--- src/rtl/irq_pm_pkg.sv ---
package irq_pm_pkg;

   // Register selected by the current bus offset.
   typedef enum logic [2:0] {
      SEL_NONE    = 3'd0,
      SEL_PEND_HI = 3'd1,
      SEL_PEND_LO = 3'd2,
      SEL_MASK_HI = 3'd3,
      SEL_MASK_LO = 3'd4
   } irq_reg_sel_e;

   // Default byte offsets of the four words.
   localparam int unsigned OFS_PEND_HI = 32'h700;
   localparam int unsigned OFS_PEND_LO = 32'h704;
   localparam int unsigned OFS_MASK_HI = 32'h708;
   localparam int unsigned OFS_MASK_LO = 32'h70C;

endpackage

--- src/rtl/irq_pend_sampler.sv ---
module irq_pend_sampler #(
   parameter int unsigned NUM_SRC  = 64,
   parameter bit          RSVD_LSB = 1'b1
) (
   input  logic               clk,
   input  logic               rst_n,
   input  logic [NUM_SRC-1:0] src_i,
   output logic [NUM_SRC-1:0] pend_o
);

   if (NUM_SRC < 2) begin : g_bad_num
      $error("irq_pend_sampler: NUM_SRC must be at least 2");
   end

   for (genvar i = 0; i < NUM_SRC; i++) begin : g_bit
      if (RSVD_LSB && i == 0) begin : g_rsvd
         assign pend_o[i] = 1'b0;
      end else begin : g_smp
         logic smp_q;
         always_ff @(posedge clk or negedge rst_n) begin
            if (!rst_n) smp_q <= 1'b0;
            else        smp_q <= src_i[i];
         end
         assign pend_o[i] = smp_q;

         // the pending bit takes the source level from the previous edge.
         a_r5_pend_follows_src: assert property (@(posedge clk) disable iff (!rst_n)
            rst_n |=> pend_o[i] == $past(src_i[i]));
      end
   end

endmodule

--- src/rtl/irq_mask_bank.sv ---
module irq_mask_bank #(
   parameter int unsigned DATA_W = 32
) (
   input  logic                clk,
   input  logic                rst_n,
   input  logic                wr_hi_i,
   input  logic                wr_lo_i,
   input  logic [DATA_W-1:0]   wdata_i,
   output logic [2*DATA_W-1:0] mask_o
);

   localparam int unsigned MW = 2 * DATA_W;

   if (DATA_W < 2) begin : g_bad_w
      $error("irq_mask_bank: DATA_W must be at least 2");
   end

   logic [DATA_W-1:0] hi_q, lo_q;
   logic              mask_all;

   assign mask_all = wr_lo_i && wdata_i[0];

   always_ff @(posedge clk or negedge rst_n) begin
      if (!rst_n) begin
         hi_q <= '1;
         lo_q <= '1;
      end else if (mask_all) begin
         hi_q <= '1;
         lo_q <= '1;
      end else begin
         if (wr_hi_i) hi_q <= wdata_i;
         if (wr_lo_i) lo_q <= wdata_i;
      end
   end

   assign mask_o = {hi_q, lo_q};

   // setting bit 0 through the low word closes every source.
   a_r3_mask_all: assert property (@(posedge clk) disable iff (!rst_n)
      (wr_lo_i && wdata_i[0]) |=> (&mask_o));

   // a high-word write loads the upper half and keeps the lower half.
   a_r4_hi_write: assert property (@(posedge clk) disable iff (!rst_n)
      (wr_hi_i && !wr_lo_i) |=>
         (mask_o[MW-1:DATA_W] == $past(wdata_i)) && $stable(mask_o[DATA_W-1:0]));

   // a low-word write without bit 0 keeps the upper half.
   a_r4_lo_write: assert property (@(posedge clk) disable iff (!rst_n)
      (wr_lo_i && !wdata_i[0] && !wr_hi_i) |=>
         (mask_o[DATA_W-1:0] == $past(wdata_i)) && $stable(mask_o[MW-1:DATA_W]));

endmodule

--- src/rtl/irq_req_gate.sv ---
module irq_req_gate #(
   parameter int unsigned NUM_SRC = 64,
   parameter bit          REG_OUT = 1'b1
) (
   input  logic               clk,
   input  logic               rst_n,
   input  logic [NUM_SRC-1:0] pend_i,
   input  logic [NUM_SRC-1:0] mask_i,
   output logic [NUM_SRC-1:0] req_o,
   output logic               any_o
);

   logic [NUM_SRC-1:0] req_d;

   for (genvar i = 0; i < NUM_SRC; i++) begin : g_and
      assign req_d[i] = pend_i[i] & ~mask_i[i];
   end

   if (REG_OUT) begin : g_reg
      logic [NUM_SRC-1:0] req_q;
      logic               any_q;
      always_ff @(posedge clk or negedge rst_n) begin
         if (!rst_n) begin
            req_q <= '0;
            any_q <= 1'b0;
         end else begin
            req_q <= req_d;
            any_q <= |req_d;
         end
      end
      assign req_o = req_q;
      assign any_o = any_q;

      // the output shows last edge's pending and mask state.
      a_r2_req_gated: assert property (@(posedge clk) disable iff (!rst_n)
         rst_n |=> req_o == $past(pend_i & ~mask_i));
   end else begin : g_comb
      assign req_o = req_d;
      assign any_o = |req_d;
   end

endmodule

--- src/rtl/irq_pend_mask.sv ---
module irq_pend_mask #(
   parameter int unsigned NUM_SRC     = 64,
   parameter int unsigned DATA_W      = 32,
   parameter int unsigned ADDR_W      = 12,
   parameter int unsigned OFS_PEND_HI = irq_pm_pkg::OFS_PEND_HI,
   parameter int unsigned OFS_PEND_LO = irq_pm_pkg::OFS_PEND_LO,
   parameter int unsigned OFS_MASK_HI = irq_pm_pkg::OFS_MASK_HI,
   parameter int unsigned OFS_MASK_LO = irq_pm_pkg::OFS_MASK_LO
) (
   input  logic               clk,
   input  logic               rst_n,
   input  logic               bus_wr,
   input  logic [ADDR_W-1:0]  bus_addr,
   input  logic [DATA_W-1:0]  bus_wdata,
   output logic [DATA_W-1:0]  bus_rdata,
   input  logic [NUM_SRC-1:0] irq_src,
   output logic [NUM_SRC-1:0] irq_req,
   output logic               irq_any
);

   import irq_pm_pkg::*;

   localparam int unsigned WORD_BYTES = DATA_W / 8;

   if (NUM_SRC != 2 * DATA_W) begin : g_bad_split
      $error("irq_pend_mask: NUM_SRC must equal two data words");
   end
   if ((OFS_PEND_HI % WORD_BYTES) != 0 || (OFS_PEND_LO % WORD_BYTES) != 0 ||
       (OFS_MASK_HI % WORD_BYTES) != 0 || (OFS_MASK_LO % WORD_BYTES) != 0) begin : g_bad_align
      $error("irq_pend_mask: register offsets must be word aligned");
   end
   if (OFS_MASK_HI >= (1 << ADDR_W) || OFS_MASK_LO >= (1 << ADDR_W) ||
       OFS_PEND_HI >= (1 << ADDR_W) || OFS_PEND_LO >= (1 << ADDR_W)) begin : g_bad_range
      $error("irq_pend_mask: register offset exceeds address width");
   end

   irq_reg_sel_e        sel;
   logic [NUM_SRC-1:0]  pend;
   logic [NUM_SRC-1:0]  mask;

   always_comb begin
      if      (bus_addr == ADDR_W'(OFS_PEND_HI)) sel = SEL_PEND_HI;
      else if (bus_addr == ADDR_W'(OFS_PEND_LO)) sel = SEL_PEND_LO;
      else if (bus_addr == ADDR_W'(OFS_MASK_HI)) sel = SEL_MASK_HI;
      else if (bus_addr == ADDR_W'(OFS_MASK_LO)) sel = SEL_MASK_LO;
      else                                      sel = SEL_NONE;
   end

   irq_pend_sampler #(
      .NUM_SRC  (NUM_SRC),
      .RSVD_LSB (1'b1)
   ) u_pend (
      .clk    (clk),
      .rst_n  (rst_n),
      .src_i  (irq_src),
      .pend_o (pend)
   );

   irq_mask_bank #(
      .DATA_W (DATA_W)
   ) u_mask (
      .clk     (clk),
      .rst_n   (rst_n),
      .wr_hi_i (bus_wr && sel == SEL_MASK_HI),
      .wr_lo_i (bus_wr && sel == SEL_MASK_LO),
      .wdata_i (bus_wdata),
      .mask_o  (mask)
   );

   irq_req_gate #(
      .NUM_SRC (NUM_SRC),
      .REG_OUT (1'b1)
   ) u_gate (
      .clk    (clk),
      .rst_n  (rst_n),
      .pend_i (pend),
      .mask_i (mask),
      .req_o  (irq_req),
      .any_o  (irq_any)
   );

   always_comb begin
      unique case (sel)
         SEL_PEND_HI: bus_rdata = pend[NUM_SRC-1:DATA_W];
         SEL_PEND_LO: bus_rdata = pend[DATA_W-1:0];
         SEL_MASK_HI: bus_rdata = mask[NUM_SRC-1:DATA_W];
         SEL_MASK_LO: bus_rdata = mask[DATA_W-1:0];
         default:     bus_rdata = '0;
      endcase
   end

   // the reserved source never produces a request.
   a_r6_src0_silent: assert property (@(posedge clk) disable iff (!rst_n)
      !irq_req[0]);

   // the summary flag agrees with the request vector.
   a_r9_any_matches: assert property (@(posedge clk) disable iff (!rst_n)
      irq_any == (|irq_req));

   // a write to a pending word leaves the mask untouched.
   a_r7_pend_wr_ignored: assert property (@(posedge clk) disable iff (!rst_n)
      (bus_wr && (sel == SEL_PEND_HI || sel == SEL_PEND_LO)) |=> $stable(mask));

endmodule

--- config.mk ---
export PLATFORM = sky130hd
export DESIGN_NAME = irq_pend_mask
export DESIGN_NICKNAME = d
export VERILOG_FILES = /design/src/rtl/irq_pm_pkg.sv /design/src/rtl/irq_pend_sampler.sv /design/src/rtl/irq_mask_bank.sv /design/src/rtl/irq_req_gate.sv /design/src/rtl/irq_pend_mask.sv
export SDC_FILE = /design/constraint.sdc
export NUM_CORES = 1
export LEC_CHECK = 0
export BUFFER_PORTS_ARGS = -buffer_cell sky130_fd_sc_hd__clkbuf_2
export CAP_MARGIN = 15
export CORE_UTILIZATION = 54
export CTS_BUF_LIST = sky130_fd_sc_hd__clkbuf_4
export DETAILED_ROUTE_END_ITERATION = 6
export PLACE_DENSITY_LB_ADDON = 0.1
export SYNTH_ARGS = -nofsm -noshare
export SYNTH_HDL_FRONTEND = slang
export SYNTH_SLANG_ARGS = --single-unit
--- constraint.sdc ---
create_clock -name clk -period 1.4 [get_ports clk]
set_input_delay 0 -clock clk [delete_from_list [all_inputs] [get_ports clk]]
set_output_delay 0 -clock clk [all_outputs]
set_load 0.05 [all_outputs]
==> impl_metrics.py <==
metrics = {
    "critical_path": {
        "endpoint": "bus_rdata[23]",
        "reg2reg_from": "u_mask.hi_q[17]",
        "start_kind": "register",
        "crit_type": "register to output pin",
        "r2r-end": "u_gate.any_o",
        "crit_arrival_ns": 1.89,
        "critical_path.startpoint": "u_mask.lo_q[23]",
        "path_max_fanout": 2,
        "reg2reg_slack_ns": -0.20,
        "critPathCaptureType": "output pin",
        "reg2reg_depth": 6,
        "required_ns": 1.40,
    },
    "cts": {
        "ctsHtreeMaxLevel": 4,
        "clockBufferDepth": 2,
        "clock_latency_ns": 0.59,
        "numClockSinks": 191,
        "clock-root-buffer": "clkbuf_4",
        "cts_tree": "yes",
        "numCtsBuffers": 17,
        "clk_pin_slew_ns": 0.15,
    },
    "timing": {
        "slew_viol_final": 0,
        "hold_violations": 0,
        "fmax_ghz": 0.5305,
        "fin_crit_sh_pct": 134.7,
        "setup_violations": 33,
        "setup-tns-final_ns": -13.42,
        "worst_hold_slack_ns": 0.03295,
        "skew_ns": 0.01747,
        "grt_setup_unrepaired": "yes",
        "timing.final.ws_setup_ns": -0.4852,
        "finalCriticalPeriod_ns": 1.885,
    },
    "placement": {
        "place_congestion": 0.8241,
        "io_buffer_count": 205,
        "post_dp_cell_area_um2": 9175,
        "hpwl_um": 13870,
    },
    "detailed_routing": {
        "ant_nets": 0,
        "wl_per_cell_um": 20.39,
        "drt-total-wl_um": 23390,
        "vias": 6228,
        "drt-vias-per-instance": 5.430,
        "drc_errors": 0,
        "dr.pass1.iters": 7,
        "drt-initial-drc-count": 397,
    },
    "layout": {
        "nets": 1069,
        "seq_area_um2": 4860,
        "finish.utilization_pct": 85.57,
        "fillerInstances": 658,
        "final_cell_mix": "clkbuf_2 (171), dfrtp_1 (127), dlygate4sd3_1 (110)",
        "mostFrequentLayoutCell": "clkbuf_2",
        "multiInputGateArea_um2": 2831,
        "drive_gt1_share_pct": 50.05,
        "design_area_um2": 11470,
        "antenna_cells": 0,
        "syn2layout_area_growth_pct": 52.39,
    },
    "status": {
        "status": "finished, violations left",
        "violations": "negative setup slack",
    },
    "synthesis": {
        "ys_seq_area_share_pct": 64.58,
        "mappedNetlistNets": 688,
        "ys_ff_latch": 191,
        "synth.cell_area_um2": 7525,
        "synthesis.instances": 577,
        "ys_types": 28,
        "syn_area_per_cell_um2": 13.04,
        "yosys_warnings": 0,
    },
    "global_route": {
        "antenna_found_initial": 0,
        "grt_usage_pct": 33.14,
        "grt_max_degree": 64,
        "grt_pass1_vias": 6570,
        "grt_pass1_wl_um": 34790,
        "overflow": 0,
    },
    "power": {
        "max-vdd-ir-drop_uv": 935.7,
        "leakage_nw": 5.377,
        "finalPower_mw": 10.42,
        "power_density_nw_per_um2": 909.1,
    },
    "floorplan": {
        "initial_core_util_pct": 56.15,
        "core_um2": 13400,
        "die_x_um": 120.0,
        "dieArea_um2": 14410,
        "num_rows": 42,
        "ios": 208,
        "die_height_um": 120.0,
    },
    "run": {
        "maxCapViolations": 0,
    },
    "hold_path": {
        "hold_path.class": "input pin to register",
    },
}
-- how the worst min path moves through the flow --
stage                     start                           end  slack, ns  cells past startpoint
finish              irq_src[35]  u_pend.g_bit[35].g_smp.smp_q       0.03                      2
global route         irq_src[4]   u_pend.g_bit[4].g_smp.smp_q       0.01                      2
CTS                 irq_src[31]  u_pend.g_bit[31].g_smp.smp_q      0.005                      2
detailed placement        rst_n  u_pend.g_bit[46].g_smp.smp_q      -0.03                      1
global placement          rst_n              u_gate.req_o[46]      -0.03                      1
floorplan                 rst_n                  u_gate.any_o      -0.30                      0
-- cell type report --
cell class              count  share of cell area (%)
flip-flops and latches    191                   42.38
repair buffers            395                   28.50
multi-input cells         352                   24.69
well taps                 176                   1.920
clock inverters            14                   1.298
clock buffers              18                   1.178
inverters                   1                 0.03273
-- Yosys cell counts --
cell,count,area (um^2)
conb_1,1,3.750
nand2_1,96,360.4
inv_1,1,3.750
nor4_1,15,93.84
dfrtp_1,127,3178
clkbuf_1,19,71.32
nand3_2,29,290.3
buf_4,1,7.510
mux4_2,31,698.2
and4_1,5,43.79
nor2_1,34,127.6
nand4_1,2,12.51
nor3_1,1,5.000
mux2i_1,1,10.01
or2_1,1,6.260
buf_2,8,40.04
and3b_1,1,8.760
buf_6,4,45.04
and3_1,1,6.260
nand3_1,4,20.02
a31oi_1,1,6.260
and4b_1,1,10.01
buf_1,1,3.750
nor4_4,1,21.27
dfstp_2,64,1682
o21ai_0,32,160.2
nand4_4,1,21.27
nor2b_1,94,588.1
-- metal layers --
metal	track usage [%]	part of all wire (%)	wire, um
met5	0	0	0
met4	12.73	2.4	554
met3	6.797	6.2	1444
met2	57.44	54	12520
met1	40.77	38	8877
-- critical path, stage by stage (launching register included) --
cell and delay (ns):
dfstp_2 0.39, buf_4 0.13, mux4_2 0.45, nor2b_1 0.15, clkbuf_8 0.18
-- stage by stage --
stage               setup WS [ns]  cells
finish                    -0.4852   1147
global route              -0.5391   1147
CTS                       -0.5117   1141
detailed placement        -0.3080    981
global placement          -0.2973    981
floorplan                 -0.1146    577
-- registers in the layout (all words and copies together), names as in the netlist --
register	count
u_pend.g_bit.g_smp.smp_q	63
u_mask.lo_q	32
u_gate.any_o	1
u_gate.req_o	63
u_mask.hi_q	32
-- report_power, final --
group	leakage, nW	switching, mW	internal (mW)	total [mW]
clock network	0.143	1.82	1.22	3.03
registers	2.14	0.103	5.74	5.84
logic	3.10	0.873	0.679	1.55
-- repair_timing --
action | CTS | global route
setup endpoints to repair | 33 | 41
buffers inserted | 11 | 13
resized for setup | 111 | 77
hold buffers | 117 | 0
hold endpoints to repair | 318 | 0
pin swaps | 3 | 14
-- cell families (layout without fill, tap and decap cells) --
family / count (synthesis) / count (layout) / synth area share (%)
simple gates: 286 / 286 / 21.47
flops: 191 / 191 / 64.58
buf+inv: 34 / 428 / 2.278
compound gates: 33 / 33 / 2.212
mux: 32 / 32 / 9.411
other cells: 1 / 1 / 0.04984
No activity file was read; power rests on OpenSTA's default activity.
